--- config.mk ---
export PLATFORM = sky130hd
export DESIGN_NAME = bwb_bridge
export DESIGN_NICKNAME = d
export VERILOG_FILES = /design/src/rtl/bwb_pkg.sv /design/src/rtl/bwb_page_reg.sv /design/src/rtl/bwb_timeout.sv /design/src/rtl/bwb_seq.sv /design/src/rtl/bwb_bridge.sv
export SDC_FILE = /design/constraint.sdc
export NUM_CORES = 1
export LEC_CHECK = 0
export BUFFER_PORTS_ARGS = -buffer_cell sky130_fd_sc_hd__clkbuf_2
export CORE_ASPECT_RATIO = 1.4
export CORE_UTILIZATION = 42
export CTS_BUF_LIST = sky130_fd_sc_hd__clkbuf_4
export DETAILED_ROUTE_END_ITERATION = 7
export PLACE_DENSITY = 0.8
export SYNTH_ARGS = -nofsm -noshare
export SYNTH_HDL_FRONTEND = slang
export SYNTH_SLANG_ARGS = --single-unit
--- constraint.sdc ---
create_clock -name clk -period 1.5 [get_ports clk]
set_input_delay 0.15 -clock clk [delete_from_list [all_inputs] [get_ports clk]]
set_output_delay 0.15 -clock clk [all_outputs]
set_load 0.01 [all_outputs]
--- src/rtl/bwb_pkg.sv ---
package bwb_pkg;
  typedef enum logic [1:0] {
    ST_IDLE = 2'd0,
    ST_BUS  = 2'd1,
    ST_RESP = 2'd2
  } bwb_state_e;
endpackage

--- src/rtl/bwb_page_reg.sv ---
module bwb_page_reg #(
  parameter int PAGE_W = 17
) (
  input  logic              clk,
  input  logic              rst_n,
  input  logic              wr_en,
  input  logic [PAGE_W-1:0] wr_page,
  output logic [PAGE_W-1:0] page
);
  always_ff @(posedge clk or negedge rst_n) begin
    if (!rst_n) page <= '0;
    else if (wr_en) page <= wr_page;
  end
endmodule

--- src/rtl/bwb_timeout.sv ---
module bwb_timeout #(
  parameter int LIMIT = 255
) (
  input  logic clk,
  input  logic rst_n,
  input  logic busy,
  input  logic ack,
  output logic expired
);
  localparam int CW = (LIMIT > 1) ? $clog2(LIMIT) : 1;
  localparam logic [CW-1:0] LAST = CW'(LIMIT - 1);

  logic [CW-1:0] cnt;

  always_ff @(posedge clk or negedge rst_n) begin
    if (!rst_n) cnt <= '0;
    else if (busy && !ack) cnt <= cnt + 1'b1;
    else cnt <= '0;
  end

  assign expired = busy && !ack && (cnt == LAST);
endmodule

--- src/rtl/bwb_seq.sv ---
module bwb_seq
  import bwb_pkg::*;
#(
  parameter int ADDR_W = 32,
  parameter int DATA_W = 32,
  parameter int OFFS_W = 15,
  localparam int PAGE_W = ADDR_W - OFFS_W,
  localparam int SEL_W = DATA_W / 8
) (
  input  logic              clk,
  input  logic              rst_n,
  input  logic              req_valid,
  input  logic              req_we,
  input  logic [OFFS_W:0]   req_offs,
  input  logic [DATA_W-1:0] req_wdata,
  input  logic [SEL_W-1:0]  req_sel,
  input  logic              rsp_ready,
  input  logic [PAGE_W-1:0] page,
  input  logic              ack,
  input  logic [DATA_W-1:0] bus_rdata,
  input  logic              expired,
  output bwb_state_e        state,
  output logic              page_wr,
  output logic [PAGE_W-1:0] page_wdata,
  output logic [ADDR_W-1:0] bus_adr,
  output logic              bus_we,
  output logic [DATA_W-1:0] bus_wdata,
  output logic [SEL_W-1:0]  bus_sel,
  output logic [DATA_W-1:0] rsp_data
);
  logic accept;
  logic in_window;

  assign accept     = (state == ST_IDLE) && req_valid;
  assign in_window  = req_offs[OFFS_W];
  assign page_wr    = accept && !in_window && req_we;
  assign page_wdata = req_wdata[DATA_W-1 -: PAGE_W];

  always_ff @(posedge clk or negedge rst_n) begin
    if (!rst_n) begin
      state     <= ST_IDLE;
      bus_adr   <= '0;
      bus_we    <= 1'b0;
      bus_wdata <= '0;
      bus_sel   <= '0;
      rsp_data  <= '0;
    end else begin
      case (state)
        ST_IDLE: begin
          if (accept) begin
            if (in_window) begin
              state     <= ST_BUS;
              bus_adr   <= {page, req_offs[OFFS_W-1:0]};
              bus_we    <= req_we;
              bus_wdata <= req_wdata;
              bus_sel   <= req_sel;
            end else begin
              state    <= ST_RESP;
              rsp_data <= req_we ? '0 : {page, {OFFS_W{1'b0}}};
            end
          end
        end
        ST_BUS: begin
          if (ack) begin
            state    <= ST_RESP;
            rsp_data <= bus_we ? '0 : bus_rdata;
          end else if (expired) begin
            state    <= ST_RESP;
            rsp_data <= '1;
          end
        end
        ST_RESP: begin
          if (rsp_ready) state <= ST_IDLE;
        end
        default: state <= ST_IDLE;
      endcase
    end
  end
endmodule

--- src/rtl/bwb_bridge.sv ---
module bwb_bridge
  import bwb_pkg::*;
#(
  parameter int ADDR_W  = 32,
  parameter int DATA_W  = 32,
  parameter int OFFS_W  = 15,
  parameter int TIMEOUT = 255,
  localparam int PAGE_W = ADDR_W - OFFS_W,
  localparam int SEL_W  = DATA_W / 8
) (
  input  logic              clk,
  input  logic              rst_n,
  input  logic              host_req_valid,
  output logic              host_req_ready,
  input  logic              host_req_we,
  input  logic [OFFS_W:0]   host_req_offs,
  input  logic [DATA_W-1:0] host_req_wdata,
  input  logic [SEL_W-1:0]  host_req_sel,
  output logic              host_rsp_valid,
  input  logic              host_rsp_ready,
  output logic [DATA_W-1:0] host_rsp_rdata,
  output logic              wb_cyc_o,
  output logic              wb_stb_o,
  output logic              wb_we_o,
  output logic [ADDR_W-1:0] wb_adr_o,
  output logic [DATA_W-1:0] wb_dat_o,
  output logic [SEL_W-1:0]  wb_sel_o,
  input  logic              wb_ack_i,
  input  logic [DATA_W-1:0] wb_dat_i
);
  bwb_state_e        state;
  logic              page_wr;
  logic [PAGE_W-1:0] page_wdata;
  logic [PAGE_W-1:0] page;
  logic              expired;
  logic              on_bus;

  assign on_bus = (state == ST_BUS);

  bwb_page_reg #(.PAGE_W(PAGE_W)) u_page (
    .clk     (clk),
    .rst_n   (rst_n),
    .wr_en   (page_wr),
    .wr_page (page_wdata),
    .page    (page)
  );

  bwb_timeout #(.LIMIT(TIMEOUT)) u_tmo (
    .clk     (clk),
    .rst_n   (rst_n),
    .busy    (on_bus),
    .ack     (wb_ack_i),
    .expired (expired)
  );

  bwb_seq #(.ADDR_W(ADDR_W), .DATA_W(DATA_W), .OFFS_W(OFFS_W)) u_seq (
    .clk        (clk),
    .rst_n      (rst_n),
    .req_valid  (host_req_valid),
    .req_we     (host_req_we),
    .req_offs   (host_req_offs),
    .req_wdata  (host_req_wdata),
    .req_sel    (host_req_sel),
    .rsp_ready  (host_rsp_ready),
    .page       (page),
    .ack        (wb_ack_i),
    .bus_rdata  (wb_dat_i),
    .expired    (expired),
    .state      (state),
    .page_wr    (page_wr),
    .page_wdata (page_wdata),
    .bus_adr    (wb_adr_o),
    .bus_we     (wb_we_o),
    .bus_wdata  (wb_dat_o),
    .bus_sel    (wb_sel_o),
    .rsp_data   (host_rsp_rdata)
  );

  assign host_req_ready = (state == ST_IDLE);
  assign host_rsp_valid = (state == ST_RESP);
  assign wb_cyc_o       = on_bus;
  assign wb_stb_o       = on_bus;
endmodule

Word-level counts from Yosys, hierarchy flattened
Index checks and enable logic that the tools add are counted.
{"block": "word_totals", "wordCells": 42, "inputBits": 90, "register_bits": 128, "out_inout_bits": 105}
{"block": "op_classes", "muxes": 14, "n_reduce_logical": 12, "n_addsub": 1, "n_eq_ne": 7}
{"operator": "$mux 32", "n": 6}
{"operator": "$pmux 32 s2", "n": 1}
{"operator": "$mux 2", "n": 5}
{"operator": "$add 8x1->8 const B", "n": 1}
{"operator": "$eq 8x8->1 const B", "n": 1}
{"operator": "$mux 8", "n": 1}
{"operator": "$pmux 2 s3", "n": 1}
{"operator": "$reduce_and 3->1", "n": 2}
{"operator": "$logic_and 1x1->1", "n": 5}
{"operator": "$ne 2x1->1 const B", "n": 2}
{"operator": "$reduce_and 4->1", "n": 1}
{"operator": "$ne 3x3->1 const B", "n": 1}
{"operator": "$eq 2x1->1 const B", "n": 1}
{"operator": "$eq 2x2->1 const B", "n": 1}
{"operator": "$logic_not 1->1", "n": 2}
{"operator": "$logic_not 2->1", "n": 1}
{"operator": "$ne 2x2->1 const B", "n": 1}
{"operator": "$reduce_bool 2->1", "n": 1}

Longest topological paths before layout
{"block": "depth", "depth_word": 6, "ltp_mapped": 6, "mapped_depth_nobuf": 5}

Modules after synthesis
A second synthesis with hierarchy kept.
{"block": "hier_totals", "hier_cells": 421, "hier_area_um2": 5647.9}
{"mod": "bwb_seq", "area_each_um2": 4549.4, "seq_area_each_um2": 2577.5, "cells_per_inst": 341, "n_inst": 1}
{"mod": "bwb_page_reg", "area_each_um2": 685.7, "seq_area_each_um2": 425.4, "cells_per_inst": 36, "n_inst": 1}
{"mod": "bwb_timeout", "area_each_um2": 386.6, "seq_area_each_um2": 200.2, "cells_per_inst": 40, "n_inst": 1}
{"mod": "bwb_bridge", "area_each_um2": 26.3, "seq_area_each_um2": 0.0, "cells_per_inst": 4, "n_inst": 1}

Worst setup path before layout
No wires, ideal clock.
{"block": "synth_timing", "path_type": "flip-flop to flip-flop", "from": "register u_seq.state[0]", "to": "register u_seq.bus_adr[0]", "slack_ps": -117, "arrival_time_ps": 1492, "required_time_ps": 1375, "stages_incl_launch_ff": 6, "n_path_buf": 2, "setup_time_ps": 125, "synth_period_minus_slack_ps": 1617, "cell_sequence": "dfrtp_1 > nor2_1 > and3_1 > buf_2 > buf_2 > mux2_2"}
{"block": "synth_via", "elab_chain_len": 3}
{"item": "start, declared", "line_no": "bwb_seq.sv:22", "source": "output bwb_state_e state,"}
{"item": "start signal, assigned", "line_no": "bwb_seq.sv:41", "source": "state <= ST_IDLE;"}
{"item": "start signal, assigned", "line_no": "bwb_seq.sv:52", "source": "state <= ST_BUS;"}
{"item": "start signal, assigned", "line_no": "bwb_seq.sv:58", "source": "state <= ST_RESP;"}
{"item": "$logic_not 2->1 *"}
{"item": "named net host_req_ready", "line_no": "bwb_bridge.sv:14", "source": "output logic host_req_ready,"}
{"item": "$logic_and 1x1->1", "line_no": "bwb_seq.sv:34", "source": "assign accept = (state == ST_IDLE) && req_valid;"}
{"item": "$reduce_and 3->1 (no source line) *"}
{"item": "end signal, assigned", "line_no": "bwb_seq.sv:53", "source": "bus_adr <= {page, req_offs[OFFS_W-1:0]};"}
{"item": "end, declared", "line_no": "bwb_seq.sv:25", "source": "output logic [ADDR_W-1:0] bus_adr,"}
Mark *: on every way through the listed nets, which the timed path passes. The rest lies on a longest branch.
A chain may end at the register's enable or synchronous reset.

Worst setup path after layout
{"block": "layout_timing", "from": "register u_seq.state[1]", "to": "register u_seq.rsp_data[4]"}
{"block": "layout_via", "elab_chain_len": 5, "elab_cells_between_ends": 11, "cone_classes": "eq/ne (4); mux (1); reduce/logical (6)"}
{"item": "$eq 2x1->1", "line_no": "bwb_seq.sv:48, bwb_bridge.sv:38"}
{"item": "$logic_and 1x1->1 (2 in a row)", "line_no": "bwb_timeout.sv:21", "source": "assign expired = busy && !ack && (cnt == LAST);"}
{"item": "$ne 3x3->1 (no source line)"}
{"item": "$reduce_and 4->1 (no source line)"}
{"item": "end signal, assigned", "line_no": "bwb_seq.sv:59", "source": "rsp_data <= req_we ? '0 : {page, {OFFS_W{1'b0}}};"}
{"item": "end signal, assigned", "line_no": "bwb_seq.sv:66", "source": "rsp_data <= bus_we ? '0 : bus_rdata;"}
{"item": "end, declared", "line_no": "bwb_seq.sv:29", "source": "output logic [DATA_W-1:0] rsp_data"}
Parallel ways exist; a longest one is shown, timed or not.

==> key figures <==
Timing
  • Final Hold Slack: 103.8 ps
  • Worst Skew: 23.42 ps
  • Setup total negative slack: -11,420 ps
  • Endpoints failing setup: 114
  • Hold Fails Final Rpt: 0
  • RSZ-0062 raised after global routing: yes
  • Relative slew margins: 78.73%
  • Setup WS post-layout: -164.3 ps
  • Worst slew pin tran: 316.8 ps
  • FMAX: 600.9 MHz
  • Post-layout min period: 1664 ps
  • Final worst-path cycle share: 111.0%
  • Slew Viols, Final: 0

Floorplanning
  • Core footprint: 12,000 um2
  • Die X: 96.41 um
  • I/O pin cnt: 195
  • Row count: 47
  • Initial Util: 43.69%
  • Die height: 134.2 um
  • Die Area: 12,940 um2

Setup path
  • CP required: 1900 ps
  • Crit path max fanout: 8
  • Critical path's slowest cell: dfrtp_2
  • Worst path max stage delay: 470 ps
  • Critical path class: reg -> reg
  • CP most frequent cell: buf_12
  • Crit path cell chain: or3b_4 > a41oi_4 > buf_12 > buf_12 > o21ai_2 > o31ai_1
  • CP Launch Type: flip-flop
  • Reg-to-reg slack, setup: -160 ps
  • Critical path endpoint category: flip-flop
  • CP Data Arrival Time: 2060 ps

Synthesis
  • Commonest cells in the netlist: dfrtp_1 (128), mux2_2 (85), nand2_1 (32), o21ai_0 (16)
  • Ys Warns: 0
  • Syn Inst Count: 395
  • Synthesized area: 5241 um2
  • EDFF count, synth: 0
  • Async S/R FF share, synth: 100.0%
  • Mapped Avg Cell Area: 13.27 um2
  • Cell taking the most area after synthesis: dfrtp_1
  • Number of distinct library cells after synthesis: 37
  • Most used DFF post-synth: dfrtp_1
  • Synth area leaders: dfrtp_1 (61%), mux2_2 (18%), nand2_1 (2.3%)
  • Flops & latches, synth: 128
  • Post-synth top area share: 61.11%
  • Register area share after synthesis: 61.11%
  • Syn_nets: 487
  • Most common cell in the synthesized netlist: dfrtp_1

Final layout
  • Area growth syn-to-layout: 62.33%
  • Fill cells: 806
  • Fin cells: 877
  • Layout cells sized above 1: 53.09%
  • Final #Nets: 809
  • Area of the multi-input gates: 2247 um2
  • Register area: 3206 um2

Status
  • Failing checks: negative setup slack
  • Outcome: finished, violations left

Global routing
  • Met1 Use GR: 26.24%
  • Pin count of the biggest net entering global routing: 48
  • Met3 Track Usage GR: 5.669%
  • Global routing's busiest layer: met2
  • Total track usage: 24.59%
  • First-pass GRT wire length: 23.77 mm
  • Vias in the first global route: 4,811
  • Initial antenna violation count: 1
  • GR Layer Usage met2: 43.93%
  • Grt total ovfl: 0

Power and ir drop
  • Worst vdd ir: 0.001175 V
  • Pwr Total: 0.01570 W
  • LEAKAGE: 4.142 nW
  • PD cells: 1845 nW/um2

Clock tree
  • H-tree depth: 4
  • Clk Latency, worst-skew pair: 510 ps
  • Root Buffer: clkbuf_4
  • CTS buffer count: 17
  • Clock Pin Slew Worst Setup and Hold Paths: 110 ps
  • CTS Sinks: 128
  • Clock Tree Buf Depth: 2
  • CTS tree: yes

Routing
  • Wire per inst: 20.27 um
  • Vias: 4,698
  • Routed WL: 17.78 mm
  • Vias per cell: 5.357
  • 1st-iter DRT viols: 170
  • Drt pass-1 iters: 4
  • Post-DRT Antenna Nets: 0
  • Residual DRC: 0

Job
  • MaxCap Viol Count: 0

Min path
  • Hold Crit Class: in -> async

Placed design
  • GPL Wtd Cong: 0.8060
  • Inst Count DP: 735
  • IO Port Bufs: 194
  • Dpl ws: -82.15 ps
  • DP Wirelength: 9.526 mm
[report_power, final]
part	switching (W)	leakage, nW	internal [W]
clock network	0.00127	0.136	0.00102
registers	0.00112	1.54	0.00505
logic	0.00327	2.46	0.00396
total	0.00566	4.14	0.0100
[flip-flops by register name, indices dropped and copies added, names as in the netlist]
name and flops:
u_seq.bus_adr 32, u_seq.bus_wdata 32, u_seq.rsp_data 32, u_page.page 17
u_tmo.cnt 8, u_seq.bus_sel 4, u_seq.state 2, u_seq.bus_we 1
[worst paths after layout]
| kind | from | endpoint | depth (start not counted) |
|---|---|---|---|
| setup / recovery | u_seq.state[1] | u_seq.rsp_data[4] | 6 |
| hold / removal | rst_n | u_seq.bus_sel[1] | 2 |
| setup reg to reg | u_seq.state[1] | u_seq.rsp_data[4] | 6 |
| hold reg to reg | u_seq.rsp_data[21] | u_seq.rsp_data[21] | 1 |
| max in group asynchronous | rst_n | u_seq.rsp_data[7] | 3 |
| min in group clk | wb_ack_i | u_tmo.cnt[7] | 4 |
[cell type report]
cell class / instances / share of cell area, %
tap: 147 / 2.162
clock buffer: 20 / 1.765
antenna: 1 / 0.02941
clock inverter: 11 / 1.368
inverter: 6 / 0.2941
multi-input combinational: 236 / 26.41
timing repair buffer: 328 / 30.29
sequential: 128 / 37.68
[cells in the final DEF, fill, tap and decap left out, types with 3 or more instances in the layout]
cell and count:
nand2_1 31, o21ai_1 8, buf_12 9, nor2_4 3
clkinvlp_4 4, clkbuf_2 189, o21a_1 15, o21ai_2 8
mux2_4 68, nand3_1 3, a22oi_1 15, inv_1 4
dfrtp_1 126, a21oi_1 15, nor2_1 9, clkbuf_16 9
clkinv_1 3, buf_4 21, o31ai_1 10, dlygate4sd3_1 84
clkbuf_4 20, buf_6 10, xor2_1 5, mux2_2 17
buf_8 4, o31ai_2 5
[kinds of logic after synthesis]
group,share of synthesized area (%)
DFF,61.11
muxes,18.26
AOI/OAI and AO/OA,10.96
and+or+nand+nor,5.228
buffers and inverters,2.960
xor gates and xnor gates,1.003
adders and majority gates,0.4774
[per-stage QoR]
stage	area, um2	utilization [%]
floorplan	5273	-
global placement	6539	54.51
detailed placement	6539	54.51
CTS	7888	65.75
global route	8508	70.92
finish	8508	70.92
[critical path, delay by kind of cell, from the launching register on]
family                 cells  cell delay (ps)
AND/OR/NAND/NOR            1              440
buffers and inverters      2              300
AO/OA/AOI/OAI              3              360
flip-flops                 1              470
[routing by layer]
layer | share of wire (%) | vias to the layer above
met5 | 0 | -
met4 | 4.6 | 0
met3 | 5.2 | 61
met2 | 55 | 225
met1 | 35 | 2358
li1 | - | 2054
[repair_timing]
item | 4_1_cts | 5_1_grt
setup endpoints to repair | 104 | 124
hold buffers | 84 | 0
hold endpoints to repair | 228 | 0
gates resized for setup | 49 | 84
cloned | 2 | 11
setup buffers | 7 | 6
pin swaps | 2 | 5
No activity file was read; power rests on OpenSTA's default activity.
